[src/rtl/kcm_pkg.sv]
package kcm_pkg;

    // number of digits for a word of w bits split into d-bit digits
    function automatic int kcm_num_digits(int w, int d);
        return (w + d - 1) / d;
    endfunction

    // smallest g with 2^g > n
    function automatic int kcm_guard_bits(int n);
        int g;
        g = 0;
        while ((1 << g) <= n) g++;
        return g;
    endfunction

    // real product c*dval*2^expo rounded to nearest, plus an integer offset
    function automatic longint kcm_entry(real c, int dval, int expo, longint offset);
        real v;
        v = c * real'(dval) * (2.0 ** expo);
        return longint'($floor(v + 0.5)) + offset;
    endfunction

endpackage

[src/rtl/kcm_digit_table.sv]
module kcm_digit_table
    import kcm_pkg::*;
#(
    parameter int  IDX_W      = 4,
    parameter int  SUM_W      = 16,
    parameter real CONST_C    = 0.7853981633974483,
    parameter int  EXPO       = 0,
    parameter int  HALF       = 0,
    parameter bit  SIGNED_IDX = 1'b0
) (
    input  logic [IDX_W-1:0] idx_i,
    output logic [SUM_W-1:0] val_o
);
    localparam int DEPTH = 1 << IDX_W;

    logic [SUM_W-1:0] rom [DEPTH];

    for (genvar j = 0; j < DEPTH; j++) begin : g_ent
        localparam int     DVAL = (SIGNED_IDX && j >= DEPTH / 2) ? j - DEPTH : j;
        localparam longint ENT  = kcm_entry(CONST_C, DVAL, EXPO, longint'(HALF));
        assign rom[j] = ENT[SUM_W-1:0];
    end

    assign val_o = rom[idx_i];

endmodule

[src/rtl/kcm_adder.sv]
module kcm_adder #(
    parameter int N    = 3,
    parameter int W    = 16,
    parameter int DROP = 2
) (
    input  logic [N-1:0][W-1:0] parts_i,
    output logic [W-DROP-1:0]   sum_o
);
    logic [W-1:0] acc;

    always_comb begin
        acc = '0;
        for (int i = 0; i < N; i++) begin
            acc = acc + parts_i[i];
        end
    end

    assign sum_o = acc[W-1:DROP];

endmodule

[src/rtl/kcm_const_mult.sv]
module kcm_const_mult
    import kcm_pkg::*;
#(
    parameter real CONST_C   = 0.7853981633974483,
    parameter bit  IN_SIGNED = 1'b1,
    parameter int  IN_MSB    = 11,
    parameter int  IN_LSB    = 0,
    parameter int  OUT_MSB   = 11,
    parameter int  OUT_LSB   = -2,
    parameter int  DIGIT_W   = 4
) (
    input  logic                       clk_i,
    input  logic                       rst_ni,
    input  logic [IN_MSB-IN_LSB:0]     x_i,
    output logic [OUT_MSB-OUT_LSB:0]   r_o
);
    localparam int WX    = IN_MSB - IN_LSB + 1;
    localparam int WR    = OUT_MSB - OUT_LSB + 1;
    localparam int ND    = kcm_num_digits(WX, DIGIT_W);
    localparam int TOP_W = WX - DIGIT_W * (ND - 1);
    localparam int G     = kcm_guard_bits(ND);
    localparam int WS    = WR + G;

    typedef struct packed {
        logic [ND-1:0][WS-1:0] parts;
        logic [WR-1:0]         res;
    } kcm_state_t;

    kcm_state_t            st_d, st_q;
    logic [ND-1:0][WS-1:0] tab_val;
    logic [WR-1:0]         sum_trunc;

    for (genvar i = 0; i < ND; i++) begin : g_dig
        localparam int W    = (i == ND - 1) ? TOP_W : DIGIT_W;
        localparam int EXPO = DIGIT_W * i + IN_LSB - OUT_LSB + G;
        localparam int HALF = (i == 0) ? (1 << (G - 1)) : 0;
        logic [W-1:0] idx;
        assign idx = x_i[i*DIGIT_W +: W];
        kcm_digit_table #(
            .IDX_W     (W),
            .SUM_W     (WS),
            .CONST_C   (CONST_C),
            .EXPO      (EXPO),
            .HALF      (HALF),
            .SIGNED_IDX(IN_SIGNED && (i == ND - 1))
        ) u_tab (
            .idx_i(idx),
            .val_o(tab_val[i])
        );
    end

    kcm_adder #(
        .N   (ND),
        .W   (WS),
        .DROP(G)
    ) u_add (
        .parts_i(st_q.parts),
        .sum_o  (sum_trunc)
    );

    always_comb begin
        st_d       = st_q;
        st_d.parts = tab_val;
        st_d.res   = sum_trunc;
    end

    always_ff @(posedge clk_i) begin
        if (!rst_ni) begin
            st_q <= '0;
        end else begin
            st_q <= st_d;
        end
    end

    assign r_o = st_q.res;

endmodule

[config.mk]
export PLATFORM = sky130hd
export DESIGN_NAME = kcm_const_mult
export DESIGN_NICKNAME = d
export VERILOG_FILES = /design/src/rtl/kcm_pkg.sv /design/src/rtl/kcm_digit_table.sv /design/src/rtl/kcm_adder.sv /design/src/rtl/kcm_const_mult.sv
export SDC_FILE = /design/constraint.sdc
export NUM_CORES = 1
export LEC_CHECK = 0
export ABC_AREA = 1
export CORE_MARGIN = 2
export CORE_UTILIZATION = 50
export DETAILED_ROUTE_END_ITERATION = 12
export DONT_BUFFER_PORTS = 1
export GPL_TIMING_DRIVEN = 0
export PLACE_DENSITY = 0.74
export SLEW_MARGIN = 10
export SYNTH_ARGS = -nofsm -noshare
export SYNTH_HDL_FRONTEND = slang
export SYNTH_HIERARCHICAL = 1
export SYNTH_SLANG_ARGS = --single-unit
[constraint.sdc]
create_clock -name clk_i -period 2.89 [get_ports clk_i]
set_input_delay 0.4335 -clock clk_i [delete_from_list [all_inputs] [get_ports clk_i]]
set_output_delay 0.4335 -clock clk_i [all_outputs]
set_load 0.01 [all_outputs]
; ---- After elaboration in Yosys (flattened, before gate mapping)
; Memories as Yosys holds them, arrays and structs flattened. A register that Yosys moved wholly into a read port is not among the register bits.
; Cells that the tools add are included.
[word_totals]
register_bits = 14
latchBits = 0
ramBits = 0
rom_bits = 768
elab_cells = 12
n_memories = 3
[op_classes]
n_addsub = 2
n_mul = 0
div = 0
order_cmp = 0
n_eq_ne = 0
shift = 0
n_mux = 0
n_bitwise = 3
reduce_logical = 3
[mem_list]
columns = name, words, word_bits, rd, rd_clocked_by_memory_dff, write_ports, line
row1 = (no name shown), 16, 16, 1, 1, 0, kcm_digit_table.sv:24  ; assign val_o = rom[idx_i];
row2 = (no name shown), 16, 16, 1, 1, 0, kcm_digit_table.sv:24
row3 = (no name shown), 16, 16, 1, 1, 0, kcm_digit_table.sv:24
[ops]
columns = cell, n
row1 = 16-bit adder, 2
row2 = 4-bit inverter with 5-bit output, 3
row3 = 1-bit zero test, 3

; ---- Depth between registers and ports, before layout
[logic_depth]
word_depth = 2
depth_mapped = 14

; ---- Hierarchy
; The synthesis kept the hierarchy.
[by_module_without_submodules]
columns = module, instances, cells_each, area_per_inst_um2
row1 = kcm_const_mult, 1, 207, 1948.1
row2 = kcm_adder, 1, 194, 1206.2
row3 = kcm_digit_table (g_dig[0].u_tab), 1, 63, 371.6
row4 = kcm_digit_table (g_dig[1].u_tab), 1, 64, 365.4
row5 = kcm_digit_table (g_dig[2].u_tab), 1, 50, 286.5

; ---- Worst setup path before layout
; No wires, ideal clock.
[synth_path]
path_kind = flip-flop to flip-flop
startpoint = register st_q[15] (netlist name)
endpoint = register st_q, in the netlist r_o[11]
setup_time_ns = 0.109
t_arrival_ns = 1.957
required_time_ns = 2.781
slack_ns = 0.825
stages_incl_launch_ff = 14
n_path_buf = 0
path_cell_list = dfxtp_1 inv_1 fa_1 a21oi_1 inv_1 fa_1 inv_1 nand3_1 nand3_1 nand3_1 nand4_1 nand2_1 nand2_1 inv_1
[synth_rtl]
columns = element, line
row1 = to (signal assigned), kcm_const_mult.sv:71  ; st_q <= st_d;
row2 = to (decl), kcm_const_mult.sv:29  ; kcm_state_t st_d, st_q;

==> metrics.csv <==
stage,metric,value,unit
status,status,"complete, no violations",
clock_network,Num CTS Buffers,9,
sta,hold_ws,272.5,ps
grt,initial antenna violation count,0,
hold_path,Worst Hold Class,in2reg,
floorplan,Core Region,8175,µm²
sta,fmax,437.7,MHz
worst_setup_path,worst reg-to-reg path cell count,13,
flow_run,Max Cap Viol,0,
worst_setup_path,CP Max Fanout,3,
placement,Final GP Congestion,0.8659,
worst_setup_path,Setup crit end kind,flop,
final_layout,area grow syn2layout,9.045,%
logic_synthesis,Syn Inst Count,578,
drt,vias,3054,
final_layout,share of cells above drive strength 1,0.1772,
drt,routed vias/inst,4.307,
floorplan,Starting Density,0.5110,
placement,Cell Count Post-Placement,693,
sta,endpoints failing setup,0,
hold_path,Min-Delay Path Depth,3,
final_layout,Final Non-Filler Cells,709,
worst_setup_path,r2r setup slk,610,ps
sta,final worst path period share,0.7905,
worst_setup_path,reg2reg end,r_o[11],
clock_network,setup bufs post-CTS,0,
grt,gr usage total,0.1689,
floorplan,die area,9103,µm²
final_layout,Final nets,663,
sta,Final Hold Fails,0,
floorplan,io pins,28,
placement,I/O Buffers,0,
sta,Max Slew Vio Count,0,
drt,WL final,6836,µm
final_layout,most frequent cells in the layout,"nand2_1 (194), inv_1 (110), dfxtp_1 (62), buf_4 (39), ha_1 (35)",
pwr,Leakage,2.884,nW
drt,DR iter-0 viols,75,
sta,clock skew,8.917,ps
worst_setup_path,"most used cell, CP",inv_1,
logic_synthesis,mapped cell area,4178,µm²
clock_network,"Hold-fix buffers, CTS",0,
drt,Routed met3 length,262,µm
placement,Post-DP HPWL,5566,µm
final_layout,Post-Route Utilization,0.5572,
logic_synthesis,Avg Synthesized Cell Area,7.228,µm²
clock_network,Worst-path clk slew,70,ps
worst_setup_path,crit-path cells,"inv_1, fa_1, a21oi_1, inv_1, fa_1, inv_1, nand3_1, nand3_1, nand3_1, nand4_1, nand2_1, nand2_1, inv_1",
floorplan,width of the chip,95.41,µm
worst_setup_path,critical path class,reg2reg,
pwr,VDD IR max,0.1956,mV
floorplan,Rows,33,
clock_network,CTS Buffer Depth,2,
sta,RSZ-0062 raised after global routing,false,
grt,vias in the first global route,2875,
pwr,total power,2.415,mW
grt,GRT overflow,0,
drt,drt wl/cell,9.642,µm
sta,setup TNS,0,ps
drt,drt pass-1 iters,4,
logic_synthesis,total number of yosys warnings,6,
grt,first-pass GRT wire length,11920,µm
worst_setup_path,Max stage delay on crit path,500,ps
drt,met1 WL,3271,µm
worst_setup_path,Worst EP arrival,2530,ps
clock_network,CTS tree,built,
logic_synthesis,Cell variety after synth,32,
final_layout,Diodes inserted,0,
sta,Period minus WS final,2284,ps
drt,WL met2,3116,µm
drt,post-route antenna net violation count,0,
worst_setup_path,Critical Path Source Type,flop,
clock_network,clk sinks,62,
logic_synthesis,#FFs+latches synth,62,
worst_setup_path,FF-to-FF Start,st_q[15],
worst_setup_path,Critical Path RT,3130,ps
clock_network,htree depth,3,
floorplan,die height,95.41,µm
pwr,power density cells,530.1,nW/µm²
grt,largest net degree at the start of global routing,12,
clock_network,Root Buffer,clkbuf_8,
clock_network,clock latency on the worst-skew pair,340,ps
drt,DRC errors left,0,
clock_network,post-CTS sizing,0,
worst_setup_path,CP max-delay cell,fa_1,
final_layout,"most common cell after layout, fill and taps aside",nand2_1,
hold_path,Hold Startpoint,x_i[11],
logic_synthesis,sequential area share after synthesis,0.2971,
drt,Top Layer Used,met4,
hold_path,hold worst-path end,st_q[61],
-- layout make-up --
class	count	area (µm²)
buffer	48	421.7
clock buffer	11	151.4
clock inverter	5	57.56
fill	768	3620
inverter	127	481.7
multi-input combinational	351	2071
sequential	62	1241
tap	105	131.4
-- per-layer routing --
metal / GRT usage / vias to the layer above
met5: 0 / -
met4: 0.08452 / 0
met3: 0.03399 / 14
met2: 0.2805 / 55
met1: 0.2081 / 1315
li1: - / 1670
-- flip-flops by register name, summed over array words and instances (netlist names) --
| register | flops |
|---|---|
| st_q | 48 |
| r_o | 14 |
-- worst max path at each step --
| stage | start | endpoint | cells past startpoint |
|---|---|---|---|
| 2_1_floorplan | st_q[15] | r_o[11] | 13 |
| 3_3_place_gp | st_q[31] | r_o[11] | 13 |
| 3_5_place_dp | st_q[15] | r_o[11] | 13 |
| 4_1_cts | st_q[15] | r_o[11] | 13 |
| 5_1_grt | st_q[15] | r_o[11] | 14 |
| 6_report | st_q[15] | r_o[11] | 13 |
-- power by group --
part	switching [mW]	internal (mW)
clock network	0.339	0.445
logic	0.375	0.287
registers	0.0309	0.938
-- per-stage QoR --
| step | area (µm²) | setup slack (ps) |
|---|---|---|
| after detailed placement | 4347 | 622.0 |
| after floorplan | 4215 | 824.7 |
| final | 4556 | 605.5 |
| after CTS | 4556 | 610.9 |
| after global routing | 4556 | 451.6 |
| after global placement | 4347 | 659.2 |
-- logic make-up after synthesis --
family                   share of synthesized area
AO/OA/AOI/OAI                              0.02995
adder cells (fa/ha/maj)                     0.1767
other                                     0.001798
XOR/XNOR                                   0.01677
buffers and inverters                       0.2162
flip-flops                                  0.2971
AND/OR/NAND/NOR                             0.2615
-- synthesized netlist by cell type --
cell | instances | area share
and2_1 | 2 | 0.0030
conb_1 | 2 | 0.0018
xor2_1 | 4 | 0.0084
buf_6 | 3 | 0.0081
nand3_2 | 1 | 0.0024
inv_6 | 1 | 0.0021
nand4_1 | 4 | 0.0060
nor2_2 | 1 | 0.0015
a21oi_2 | 1 | 0.0021
a21oi_1 | 12 | 0.014
nor2_1 | 11 | 0.0099
buf_8 | 5 | 0.018
nor2_4 | 1 | 0.0027
nand2b_1 | 1 | 0.0015
fa_1 | 15 | 0.072
o21ai_1 | 1 | 0.0012
nand3_1 | 21 | 0.025
or2_0 | 1 | 0.0015
nor3_2 | 1 | 0.0024
o21a_1 | 2 | 0.0036
nand2_2 | 20 | 0.030
buf_12 | 1 | 0.0048
ha_1 | 35 | 0.10
dfxtp_1 | 62 | 0.30
inv_1 | 110 | 0.099
xnor2_1 | 4 | 0.0084
o21ai_0 | 5 | 0.0060
nand2_1 | 194 | 0.17
a21boi_2 | 1 | 0.0027
inv_2 | 16 | 0.014
nor3_1 | 1 | 0.0012
buf_4 | 39 | 0.070
-- worst max-delay path: cells and delay by family (launching register included) --
kind,cells,cell delay [ps]
DFF,1,310
AOI/OAI and AO/OA,1,180
and+or+nand+nor,6,550
adders and majority gates,2,910
buffers and inverters,4,250
Power figures use the tool's default switching activity.
